===== config.mk =====
export PLATFORM = sky130hd
export DESIGN_NAME = run_length_monitor
export DESIGN_NICKNAME = d
export VERILOG_FILES = /design/src/rtl/rlv_pkg.sv /design/src/rtl/rlv_run_tracker.sv /design/src/rtl/rlv_word_phase.sv /design/src/rtl/rlv_stretcher.sv /design/src/rtl/run_length_monitor.sv
export SDC_FILE = /design/constraint.sdc
export NUM_CORES = 1
export LEC_CHECK = 0
export CAP_MARGIN = 20
export CORE_MARGIN = 2
export CORE_UTILIZATION = 64
export DETAILED_ROUTE_END_ITERATION = 10
export DONT_BUFFER_PORTS = 1
export GPL_TIMING_DRIVEN = 0
export PLACE_DENSITY = 0.87
export SYNTH_ARGS = -nofsm -noshare
export SYNTH_HDL_FRONTEND = slang
export SYNTH_HIERARCHICAL = 1
export SYNTH_SLANG_ARGS = --single-unit

===== constraint.sdc =====
create_clock -name clk -period 4 [get_ports clk]
set_clock_uncertainty 0.1 [all_clocks]
set_input_delay 0.4 -clock clk [delete_from_list [all_inputs] [get_ports clk]]
set_output_delay 0.4 -clock clk [all_outputs]
set_load 0.03 [all_outputs]

===== src/rtl/rlv_pkg.sv =====
package rlv_pkg;

    typedef enum logic [1:0] {
        WM_8  = 2'd0,
        WM_10 = 2'd1,
        WM_16 = 2'd2,
        WM_20 = 2'd3
    } wmode_e;

    localparam int PHASE_W = 5;

    // Bits per parallel word for a width mode
    function automatic logic [PHASE_W-1:0] word_bits(input wmode_e m);
        case (m)
            WM_8:    word_bits = PHASE_W'(8);
            WM_10:   word_bits = PHASE_W'(10);
            WM_16:   word_bits = PHASE_W'(16);
            default: word_bits = PHASE_W'(20);
        endcase
    endfunction

    // Threshold granularity: coded widths use five-bit steps
    function automatic logic [2:0] step_of(input wmode_e m);
        step_of = (m == WM_10 || m == WM_20) ? 3'd5 : 3'd4;
    endfunction

    function automatic logic is_wide(input wmode_e m);
        is_wide = (m == WM_16 || m == WM_20);
    endfunction

endpackage


===== src/rtl/rlv_run_tracker.sv =====
module rlv_run_tracker
    import rlv_pkg::*;
#(
    parameter int RUN_W  = 8,
    parameter int CODE_W = 5
) (
    input  logic              clk,
    input  logic              rst_n,
    input  logic              bit_en,
    input  logic              bit_in,
    input  wmode_e            mode,
    input  logic [CODE_W-1:0] thr_code,
    output logic [RUN_W-1:0]  run_len,
    output logic              last_bit,
    output logic              viol_evt
);
    localparam int THR_W = RUN_W + 1;
    localparam logic [RUN_W-1:0] RUN_MAX = '1;

    typedef struct packed {
        logic             seen;
        logic             last;
        logic [RUN_W-1:0] run;
    } trk_t;

    trk_t             s_d, s_q;
    logic [THR_W-1:0] limit;
    logic [RUN_W-1:0] run_next;
    logic             same;

    always_comb begin
        limit = THR_W'((THR_W'(thr_code) + THR_W'(1)) * THR_W'(step_of(mode)));
        same  = s_q.seen && (bit_in == s_q.last);
        if (!same)
            run_next = RUN_W'(1);
        else if (s_q.run == RUN_MAX)
            run_next = RUN_MAX;
        else
            run_next = s_q.run + RUN_W'(1);

        s_d      = s_q;
        viol_evt = 1'b0;
        if (bit_en) begin
            s_d.seen = 1'b1;
            s_d.last = bit_in;
            s_d.run  = run_next;
            viol_evt = ({1'b0, run_next} == (limit + THR_W'(1)));
        end
    end

    always_ff @(posedge clk) begin
        if (!rst_n)
            s_q <= '0;
        else
            s_q <= s_d;
    end

    assign run_len  = s_q.run;
    assign last_bit = s_q.last;

endmodule


===== src/rtl/rlv_word_phase.sv =====
module rlv_word_phase
    import rlv_pkg::*;
(
    input  logic               clk,
    input  logic               rst_n,
    input  logic               bit_en,
    input  wmode_e             mode,
    output logic [PHASE_W-1:0] phase,
    output logic               word_tick
);
    typedef struct packed {
        logic [PHASE_W-1:0] ph;
    } ph_t;

    ph_t  s_d, s_q;
    logic last_slot;

    always_comb begin
        // >= keeps the phase in range if the width shrinks mid-stream
        last_slot = (s_q.ph >= (word_bits(mode) - PHASE_W'(1)));
        word_tick = bit_en && last_slot;
        s_d       = s_q;
        if (bit_en)
            s_d.ph = last_slot ? '0 : s_q.ph + PHASE_W'(1);
    end

    always_ff @(posedge clk) begin
        if (!rst_n)
            s_q <= '0;
        else
            s_q <= s_d;
    end

    assign phase = s_q.ph;

endmodule


===== src/rtl/rlv_stretcher.sv =====
module rlv_stretcher
    import rlv_pkg::*;
#(
    parameter int HOLD_NARROW = 4,
    parameter int HOLD_WIDE   = 3
) (
    input  logic   clk,
    input  logic   rst_n,
    input  logic   viol_evt,
    input  logic   word_tick,
    input  wmode_e mode,
    output logic   hold_out
);
    localparam int HOLD_MAX = (HOLD_NARROW > HOLD_WIDE) ? HOLD_NARROW : HOLD_WIDE;
    localparam int CNT_W    = $clog2(HOLD_MAX + 1);

    typedef struct packed {
        logic [CNT_W-1:0] cnt;
    } hold_t;

    hold_t            s_d, s_q;
    logic [CNT_W-1:0] load_val;

    always_comb begin
        load_val = is_wide(mode) ? CNT_W'(HOLD_WIDE) : CNT_W'(HOLD_NARROW);
        s_d      = s_q;
        if (viol_evt)
            s_d.cnt = load_val;
        else if (word_tick && s_q.cnt != '0)
            s_d.cnt = s_q.cnt - CNT_W'(1);
    end

    always_ff @(posedge clk) begin
        if (!rst_n)
            s_q <= '0;
        else
            s_q <= s_d;
    end

    assign hold_out = (s_q.cnt != '0);

endmodule


===== src/rtl/run_length_monitor.sv =====
module run_length_monitor
    import rlv_pkg::*;
#(
    parameter int RUN_W       = 8,
    parameter int CODE_W      = 5,
    parameter int HOLD_NARROW = 4,
    parameter int HOLD_WIDE   = 3
) (
    input  logic              clk,
    input  logic              rst_n,
    input  logic              bit_en,
    input  logic              bit_in,
    input  logic [1:0]        width_sel,
    input  logic [CODE_W-1:0] thr_code,
    output logic              viol_out
);
    wmode_e             mode;
    logic [RUN_W-1:0]   run_len;
    logic               last_bit;
    logic               viol_evt;
    logic [PHASE_W-1:0] word_phase;
    logic               word_tick;

    assign mode = wmode_e'(width_sel);

    rlv_run_tracker #(
        .RUN_W  (RUN_W),
        .CODE_W (CODE_W)
    ) u_track (
        .clk      (clk),
        .rst_n    (rst_n),
        .bit_en   (bit_en),
        .bit_in   (bit_in),
        .mode     (mode),
        .thr_code (thr_code),
        .run_len  (run_len),
        .last_bit (last_bit),
        .viol_evt (viol_evt)
    );

    rlv_word_phase u_phase (
        .clk       (clk),
        .rst_n     (rst_n),
        .bit_en    (bit_en),
        .mode      (mode),
        .phase     (word_phase),
        .word_tick (word_tick)
    );

    rlv_stretcher #(
        .HOLD_NARROW (HOLD_NARROW),
        .HOLD_WIDE   (HOLD_WIDE)
    ) u_hold (
        .clk       (clk),
        .rst_n     (rst_n),
        .viol_evt  (viol_evt),
        .word_tick (word_tick),
        .mode      (mode),
        .hold_out  (viol_out)
    );

endmodule


# Word level (Yosys, flattened, before mapping)
# Index checks and enable logic that the tools add are counted.
[op_classes]
addsub = 6
multipliers = 1
order_cmp = 1
eq_ne = 6
mux = 9
n_reduce_logical = 8
[ops]
columns = ["operator", "count"]
rows = [
  ["$mux W8", 2],
  ["$pmux W5 S3", 1],
  ["$add A9 B1 Y9 const B", 1],
  ["$eq A8 B9 Y1", 1],
  ["$mul A9 B3 Y9", 1],
  ["$mux W3", 3],
  ["$add A8 B1 Y8 const B", 1],
  ["$eq A8 B8 Y1 const B", 1],
  ["$add A5 B1 Y6 const B", 1],
  ["$add A5 B1 Y5 const B", 1],
  ["$ge A5 B5 Y1", 1],
  ["$mux W5", 1],
  ["$sub A5 B1 Y5 const B", 1],
  ["$eq A2 B2 Y1 const B", 2],
  ["$logic_and A1 B1 Y1", 3],
  ["$reduce_bool A3 Y1", 1],
  ["$sub A3 B1 Y3 const B", 1],
  ["$eq A2 B1 Y1 const B", 1],
  ["$logic_not A2 Y1", 1],
  ["$logic_or A1 B1 Y1", 2],
  ["$mux W1", 2],
  ["$reduce_bool A2 Y1", 1],
  ["$eq A1 B1 Y1", 1],
]
[totals]
register_bits = 18
input_bits = 11
wordCells = 36

# Longest topological paths before layout
# Gate-level depths: netlist of run 1.
[logic_depth]
depth_word = 8
depth_mapped = 14

# Cells and area by module
# Netlist of run 1, hierarchy kept.
[modules_own_cells]
columns = ["module", "n_inst", "cells_each", "area_per_inst_um2", "seq_area_each_um2"]
rows = [
  ["rlv_run_tracker", 1, 143, 1172.4, 200.2],
  ["rlv_word_phase", 1, 47, 402.9, 100.1],
  ["rlv_stretcher", 1, 22, 207.7, 60.1],
]

# Least setup slack after synthesis of run 1
# Ideal clock, no wire load.
[synth_path]
path_type = "in2reg"
from = "input port thr_code[0]"
to = "register u_hold/s_q[0] (netlist name)"
setup_time_ns = 0.103
arrival_ns = 3.372
t_required_ns = 3.797
setup_slack_ns = 0.425
path_stages = 13
path_buffers = 0
cell_sequence = "ha_1 -> xor2_1 -> and2_1 -> ha_1 -> ha_1 -> xnor2_1 -> nor3b_1 -> o21ai_0 -> a2111oi_4 -> o311ai_1 -> nor4b_2 -> and4b_1 -> a2111oi_2"
[synth_between]
elab_chain_len = 6
[synth_rtl]
columns = ["item", "line", "rtl"]
rows = [
  ["start, declared", "run_length_monitor.sv:14", "input logic [CODE_W-1:0] thr_code,"],
  ["$add A5 B1 Y6 *", "rlv_run_tracker.sv:32", "limit = THR_W'((THR_W'(thr_code) + THR_W'(1)) * THR_W'(step_of(mode)));"],
  ["$mul A9 B3 Y9 *", "rlv_run_tracker.sv:32", ""],
  ["$add A9 B1 Y9 *", "rlv_run_tracker.sv:47", "viol_evt = ({1'b0, run_next} == (limit + THR_W'(1)));"],
  ["$eq A8 B9 Y1 *", "rlv_run_tracker.sv:47", ""],
  ["$mux W1 *", "rlv_run_tracker.sv:43", "if (bit_en) begin"],
  ["named net viol_evt", "run_length_monitor.sv:20", "logic viol_evt;"],
  ["$mux W3 or $reduce_bool A2 Y1 (tied branches)", "n/a", ""],
  ["end signal, assigned", "rlv_stretcher.sv:35", "s_q <= '0;"],
  ["end signal, assigned", "rlv_stretcher.sv:37", "s_q <= s_d;"],
  ["end, declared", "rlv_stretcher.sv:21", "hold_t s_d, s_q;"],
]
# The timed path passes the listed nets; every way through them passes the cells marked *.
# A chain may end at the register's enable or synchronous reset.

# Worst setup path after layout of run 1
[layout_path]
from = "input port thr_code[1]"
to = "register u_hold/s_q[0] (netlist name)"
# Same word-level chain as after synthesis.

==> impl_metrics.ini, run 1 <==
[outcome]
status = finished clean

[global_route]
grt_overflow = 0
grt_pass1_wl_mm = 6.258
grt_pass1_vias = 1532
track_usage = 0.2482
grt_max_degree = 11
antenna_found_initial = 0

[clocking]
clock_latency_ns = 0.30
cts_setup_buffers = 0
numClockSinks = 18
cts_tree = yes
clockBufferDepth = 2
post_cts_resized = 0
htreeDepth = 1
ctsHoldBuffers = 0
cts_buffers = 3
cts-root-buf = clkbuf_4
clkSlewWorstSetupHoldPaths_ns = 0.10

[floorplanning]
placementRows = 18
die_w_um = 55.89
initial_core_util = 0.6830
core-area_um2 = 2522
die_area_um2 = 3123
io_pins = 12
die_y_um = 55.89

[critical_path]
arrival_ns = 3.81
endpoint_kind = register
cp_num_buf_inv = 0
path_class = in2reg
worstSetupEndpoint = u_hold/s_q[0]$_SDFFE_PN0P_
critPathSlowestCell = nor4b_2
crit_path_start_kind = input pin
critPathMaxStageDelay_ns = 0.71
r2r-end = u_hold/s_q[0]$_SDFFE_PN0P_
required_ns = 4.10
critPathLaunch = thr_code[1]
crit_family = simple AND/OR/NAND/NOR gates
path_cells = nand3_1 > xnor2_1 > and2_1 > ha_1 > ha_1 > xnor2_1 > nor3b_1 > o21ai_0 > a2111oi_4 > o311ai_1 > nor4b_2 > and4b_1 > a2111oi_2
ff2ff_path_depth = 9
path_depth = 13
ff2ff_setup_slack_ns = 0.80
r2r-start = u_track/run_len[0]$_SDFFE_PN0P_
crit_fanout = 7

[min_path]
min-delay-start = rst_n
min_path_type = in2reg
holdPathStages = 1

[final_layout]
drive_gt1_frac = 0.09135
fillerInstances = 194
diodes = 0
nets = 241
syn_to_final_growth_pct = 4.285

[pwr]
power_density_nw_per_um2 = 233.0
power.leakage_nw = 0.7417
peakVddDrop_v = 0.0002096

[synthesis]
synth_nets = 236
yosysWarnings = 6
syn_inst = 204
syn_area_um2 = 1723
synth_area_per_cell_um2 = 8.446

[routing]
vias = 1525
drc = 0
routed_wl_mm = 3.571
postRouteAntennaNets = 0
drtIter0Drc = 93
avgRoutedWirePerCell_um = 15.00
vias_per_cell = 6.408
drt_pass1_iterations = 4

[timing]
setup_tns_ns = 0
relSlewSlack = 0.4971
rsz0062_at_grt = no
setup_violations = 0
fin_crit_sh = 0.9270
finalHoldViolations = 0
slew_violations = 0
fmax_ghz = 0.2697
fin_crit_ns = 3.708
worst_pin_slew_ns = 0.7524
finalHoldWorstSlack_ns = 0.1141

[place]
place_congestion = 0.9679
dp_hpwl_mm = 2.756
numPortBuffers = 0

[run]
maxCapViolCount = 0
## through the flow
stage	power (mW)	instances	util	setup slack (ns)	instance area, um2
2_1_floorplan	0.2873	204	-	0.4247	1723
3_3_place_gp	0.3005	234	0.6979	0.1747	1760
3_5_place_dp	0.3070	234	0.6979	0.03669	1760
4_1_cts	0.4228	238	0.7123	0.3476	1797
5_1_grt	0.4475	238	0.7123	0.06013	1797
6_report	0.4187	238	0.7123	0.2920	1797
## placed cells by master (no fill, tap or decap), types with 4 or more instances in the layout
master	count
a31oi_1	4
xnor2_1	12
inv_1	11
a211oi_1	4
nor2b_1	6
ha_1	21
nand2_1	16
nor3_1	6
nor2_1	7
dfxtp_1	18
o21ai_0	8
a21oi_1	14
and2_1	6
nand3_1	11
## where the power goes
part           internal (mW)  switching [mW]
Sequential             0.184         0.00497
Clock                 0.0556          0.0587
Combinational         0.0539          0.0618
## worst min path at each step
stage                               endpoint  slack (ns)
6_report       u_phase/phase[0]$_SDFFE_PN0P_        0.11
5_1_grt        u_phase/phase[0]$_SDFFE_PN0P_        0.10
4_1_cts        u_phase/phase[0]$_SDFFE_PN0P_         0.1
3_5_place_dp     u_track/s_q[9]$_SDFFE_PN0P_        0.36
3_3_place_gp     u_track/s_q[9]$_SDFFE_PN0P_        0.35
2_1_floorplan    u_track/s_q[9]$_SDFFE_PN0P_        0.34
## per-layer routing
metal / track usage / share of wire / routed length (um)
met5: 0 / 0 / 0
met4: 0.1122 / 0.022 / 80
met3: 0.03721 / 0.048 / 170
met2: 0.4473 / 0.48 / 1725
met1: 0.2873 / 0.45 / 1594
## state kept, by name (all words and copies together) (netlist names)
| signal | count |
|---|---|
| u_track/last_bit | 1 |
| u_hold/s_q | 3 |
| u_phase/phase | 5 |
| u_track/s_q | 1 |
| u_track/run_len | 8 |
## worst register-to-register path, stage by stage (launching register included)
cell,delay [ns]
dfxtp_1,0.42
ha_1,0.31
and4_4,0.29
nand4_1,0.23
and3_1,0.29
xnor2_1,0.16
o311ai_1,0.13
nor4b_2,0.71
and4b_1,0.28
a2111oi_2,0.19
## cell type report
class                      count  area [um2]  share of cell area
inverter                      12       45.04             0.02507
tap                           30       37.54             0.02089
multi-input combinational    169        1294              0.7201
clock buffer                   4       36.28             0.02020
buffer                         5       23.77             0.01323
sequential                    18       360.3              0.2006
Note: power is estimated with default switching activity, not from simulation.
==> run 2: changes to the inputs <==
RECOVER_POWER = 25   (was unset)
REMOVE_ABC_BUFFERS = 1   (was unset)
==> impl_metrics.ini, run 2 (synthesized netlist as in run 1, its figures left out) <==
[outcome]
status = finished clean

[timing]
setup_violations = 0
rsz0062_at_grt = no
slew_violations = 0
timing.final.ws_setup_ns = 0.3539
worst_pin_slew_ns = 0.7417
setup_tns_ns = 0
fin_crit_sh = 0.9115
finalHoldWorstSlack_ns = 0.07572
relSlewSlack = 0.5043
finalHoldViolations = 0
fmax_ghz = 0.2743
fin_crit_ns = 3.646

[critical_path]
ff2ff_setup_slack_ns = 0.75
required_ns = 4.10
crit_top_cell = ha_1
r2r-end = u_hold/s_q[0]$_SDFFE_PN0P_
ff2ff_path_depth = 9
crit_fanout = 7
critPathSlowestCell = nor4b_2
r2r-start = u_track/run_len[0]$_SDFFE_PN0P_
arrival_ns = 3.75
critPathMaxStageDelay_ns = 0.71
crit_path_start_kind = input pin
path_class = in2reg
path_cells = ha_1 > xor2_1 > and2_1 > ha_1 > ha_1 > xnor2_1 > nor3b_1 > o21ai_0 > a2111oi_4 > o311ai_1 > nor4b_2 > and4b_1 > a2111oi_2
endpoint_kind = register

[final_layout]
final_cell_mix = 21 x ha_1, 18 x dfxtp_1, 16 x nand2_1
largest_register_ffs = 8
final_common_cell = ha_1
drive_gt1_frac = 0.07882
diodes = 0
final_cell_count_no_fill = 233
final_area_um2 = 1770
nets = 236
final_util = 0.7019
syn_to_final_growth_pct = 2.760

[clocking]
cts_tree = yes
clockBufferDepth = 2
clkSlewWorstSetupHoldPaths_ns = 0.11
cts-root-buf = clkbuf_4
clock_latency_ns = 0.29
cts_buffers = 3
post_cts_resized = 0
ctsHoldBuffers = 0
htreeDepth = 1
numClockSinks = 18
cts_setup_buffers = 0

[global_route]
grt_overflow = 0
grt_pass1_vias = 1460
grt_max_degree = 26
grt_pass1_wl_mm = 6.216
track_usage = 0.2416
antenna_found_initial = 0

[place]
pre_cts_ws_ns = 0.08425
place_congestion = 0.8446
dp_hpwl_mm = 2.657
numPortBuffers = 0
postPlaceCellArea_um2 = 1737
placedCellCount = 229

[floorplanning]
die_w_um = 55.89
die_area_um2 = 3123
initial_core_util = 0.6830
core-area_um2 = 2522
die_y_um = 55.89
io_pins = 12
placementRows = 18

[pwr]
power.leakage_nw = 0.7279
power_density_nw_per_um2 = 233.1
power.total_mw = 0.4127
peakVddDrop_v = 0.0002695

[min_path]
holdPathStages = 1
min-delay-start = bit_en
worstHoldEndpoint = u_track/run_len[2]$_SDFFE_PN0P_
min_path_type = in2reg

[routing]
drtIter0Drc = 103
drt_pass1_iterations = 4
routed_wl_mm = 3.574
vias = 1530
vias_per_cell = 6.567
drc = 0
avgRoutedWirePerCell_um = 15.34
postRouteAntennaNets = 0

[run]
maxCapViolCount = 0
-- run 2: cell types whose count changed in the layout (fill, tap and decap cells not counted), sizes merged --
| cell | before | now |
|---|---|---|
| buf | 1 | 0 |
| clkbuf | 8 | 4 |
-- run 2: worst max-delay path by stage --
stage	cells after the start	to	startpoint
finish	13	u_hold/s_q[0]$_SDFFE_PN0P_	thr_code[0]
global route	13	u_hold/s_q[0]$_SDFFE_PN0P_	thr_code[0]
CTS	13	u_hold/s_q[0]$_SDFFE_PN0P_	thr_code[0]
detailed placement	13	u_hold/s_q[0]$_SDFFE_PN0P_	thr_code[0]
global placement	13	u_hold/s_q[0]$_SDFFE_PN0P_	thr_code[0]
floorplan	13	u_hold/s_q[0]$_SDFFE_PN0P_	thr_code[0]
-- run 2: metal layers --
metal,routed length (um),up-vias,track usage
li1,-,765,-
met1,1642,706,0.3142
met2,1748,57,0.4354
met3,173,2,0.03023
met4,10,0,0.03741
met5,0,-,0
-- run 2: critical path: cells and delay by family --
| family | cells | cell delay [ns] |
|---|---|---|
| AO/OA/AOI/OAI | 4 | 0.79 |
| XOR/XNOR | 2 | 0.45 |
| AND/OR/NAND/NOR | 4 | 1.38 |
| adder cells (fa/ha/maj) | 3 | 0.73 |
-- run 2: area by class of cell --
type,instances,area (um2)
flip-flops and latches,18,360.3
well taps,30,37.54
clock buffers,4,36.28
fillers,192,752.0
inverters,12,45.04
multi-input cells,169,1291
-- run 2: power breakdown --
| part | total, mW | switching, mW | internal [mW] | leakage, nW |
|---|---|---|---|---|
| Combinational | 0.110 | 0.0571 | 0.0532 | 0.561 |
| Clock | 0.114 | 0.0583 | 0.0555 | 0.0210 |
| Sequential | 0.189 | 0.00497 | 0.184 | 0.146 |
| Total | 0.413 | 0.120 | 0.292 | 0.728 |
==> run 3: changes to the inputs <==
CORE_UTILIZATION = 58   (was 64)
PLACE_DENSITY = 0.83   (was 0.87)
clock period = 3.15 ns   (was 4 ns; I/O delays follow)
==> impl_metrics.ini, run 3 (synthesized netlist as in run 1, its figures left out) <==
[critical_path]
r2r-start = u_track/run_len[0]$_SDFFE_PN0P_
arrival_ns = 3.14
path_cells = nand3_1 > xnor2_1 > and2_1 > ha_1 > ha_4 > xnor2_2 > nor3b_2 > o21ai_2 > a2111oi_4 > o311ai_2 > nor4b_4 > and4b_1 > a2111oi_2
critPathMaxStageDelay_ns = 0.33
critPathLaunch = thr_code[1]
path_class = in2reg
critPathSlowestCell = a2111oi_2
crit_fanout = 5
required_ns = 3.23
crit_path_start_kind = input pin
endpoint_kind = register

[routing]
vias = 1560
routed_wl_mm = 4.114
drt_pass1_iterations = 4
vias_per_cell = 6.555
drtIter0Drc = 39
drc = 0
postRouteAntennaNets = 0
avgRoutedWirePerCell_um = 17.29

[timing]
worst_pin_slew_ns = 0.5346
fin_crit_ns = 3.051
slew_violations = 0
fin_crit_sh = 0.9686
relSlewSlack = 0.6436
finalHoldViolations = 0
setup_tns_ns = 0
fmax_ghz = 0.3278
setup_violations = 0

[pwr]
p_switching_mw = 0.1698
power.leakage_nw = 0.7718
p_clk_frac = 0.207
switching_share = 0.3107
p_seq_frac = 0.438
intPower_mw = 0.3767
power_density_nw_per_um2 = 280.5
peakVddDrop_v = 0.0002435
power.total_mw = 0.5465
comb_power_share = 0.355

[global_route]
grt_overflow = 0
grt_pass1_vias = 1550
use_met2 = 0.4655
grt.met1_usage = 0.3077
grt_max_degree = 26
antenna_found_initial = 0
grt_pass1_wl_mm = 6.775
track_usage = 0.2535
use_met3 = 0.02418
top_usage_layer = met2

[clocking]
clkSlewWorstSetupHoldPaths_ns = 0.10
cts_tree = yes
numClockSinks = 18
cts_buffers = 3
htreeDepth = 1
cts-root-buf = clkbuf_4
clock_latency_ns = 0.28
clockBufferDepth = 2

[place]
numPortBuffers = 0
postPlaceCellArea_um2 = 1738
placedCellCount = 230
dp_hpwl_mm = 2.830
place_congestion = 0.8364

[final_layout]
largest_register_ffs = 8
final_area_um2 = 1948
drive_gt1_frac = 0.1884
nets = 241
diodes = 0
final_cell_mix = 18 x dfxtp_1, 16 x nand2_1, 15 x ha_1
final_cell_count_no_fill = 238
syn_to_final_growth_pct = 13.07
final_common_cell = dfxtp_1

[min_path]
min_path_type = in2reg
min-delay-start = bit_en

[floorplanning]
die_y_um = 58.50
initial_core_util = 0.6194
die_w_um = 58.50
io_pins = 12
core-area_um2 = 2781
die_area_um2 = 3422
placementRows = 19

[run]
maxCapViolCount = 0

[outcome]
status = finished clean
## run 3: per-stage QoR
step	setup WS, ns	util	hold WS (ns)
after detailed placement	-0.8070	0.6248	0.3088
final	0.09892	0.7004	0.01042
after global routing	-0.04508	0.7004	0.001632
after global placement	-0.6377	0.6248	0.3078
after CTS	0.007776	0.6617	0.002382
after floorplan	-0.3403	-	0.3020
## run 3: repair_timing
item,CTS,global route
gates resized for setup,9,17
endpoints found under the hold margin,1,0
pin swaps,3,9
endpoints found under the setup margin,3,3
hold buffers,1,0
cloned,0,0
buffers inserted,3,1
## run 3: critical path, delay by kind of cell
kind                       cells  cell delay, ns
AOI/OAI and AO/OA              4            0.82
xor gates and xnor gates       2            0.37
adders and majority gates      2            0.57
and+or+nand+nor                5            1.06
## run 3: routing by layer
| layer | up-vias | part of all wire |
|---|---|---|
| li1 | 762 | - |
| met1 | 749 | 0.43 |
| met2 | 39 | 0.52 |
| met3 | 10 | 0.029 |
| met4 | 0 | 0.018 |
| met5 | - | 0 |
## run 3: path summary, 6_finish.rpt
path                                           to  slack [ns]  cells after the start
hold reg to reg       u_track/s_q[9]$_SDFFE_PN0P_        0.40                      1
setup reg to reg       u_hold/s_q[0]$_SDFFE_PN0P_        0.17                      9
hold / removal    u_track/run_len[3]$_SDFFE_PN0P_        0.01                      1
setup / recovery       u_hold/s_q[0]$_SDFFE_PN0P_         0.1                     13
## run 3: layout make-up
class	instances	area, um2
clock buffers	3	22.52
fillers	236	833.3
inverters	12	45.04
multi-input cells	169	1441
flip-flops and latches	18	360.3
well taps	31	38.79
repair buffers	5	40.04
## run 3: power by group through the flow
stage                     Sequential, mW  Clock, mW  Combinational, mW
after floorplan                    0.243          0              0.118
after global placement             0.244          0              0.131
after detailed placement           0.245          0              0.140
after CTS                          0.239      0.116              0.164
after global routing               0.240      0.122              0.213
final                              0.239      0.113              0.194
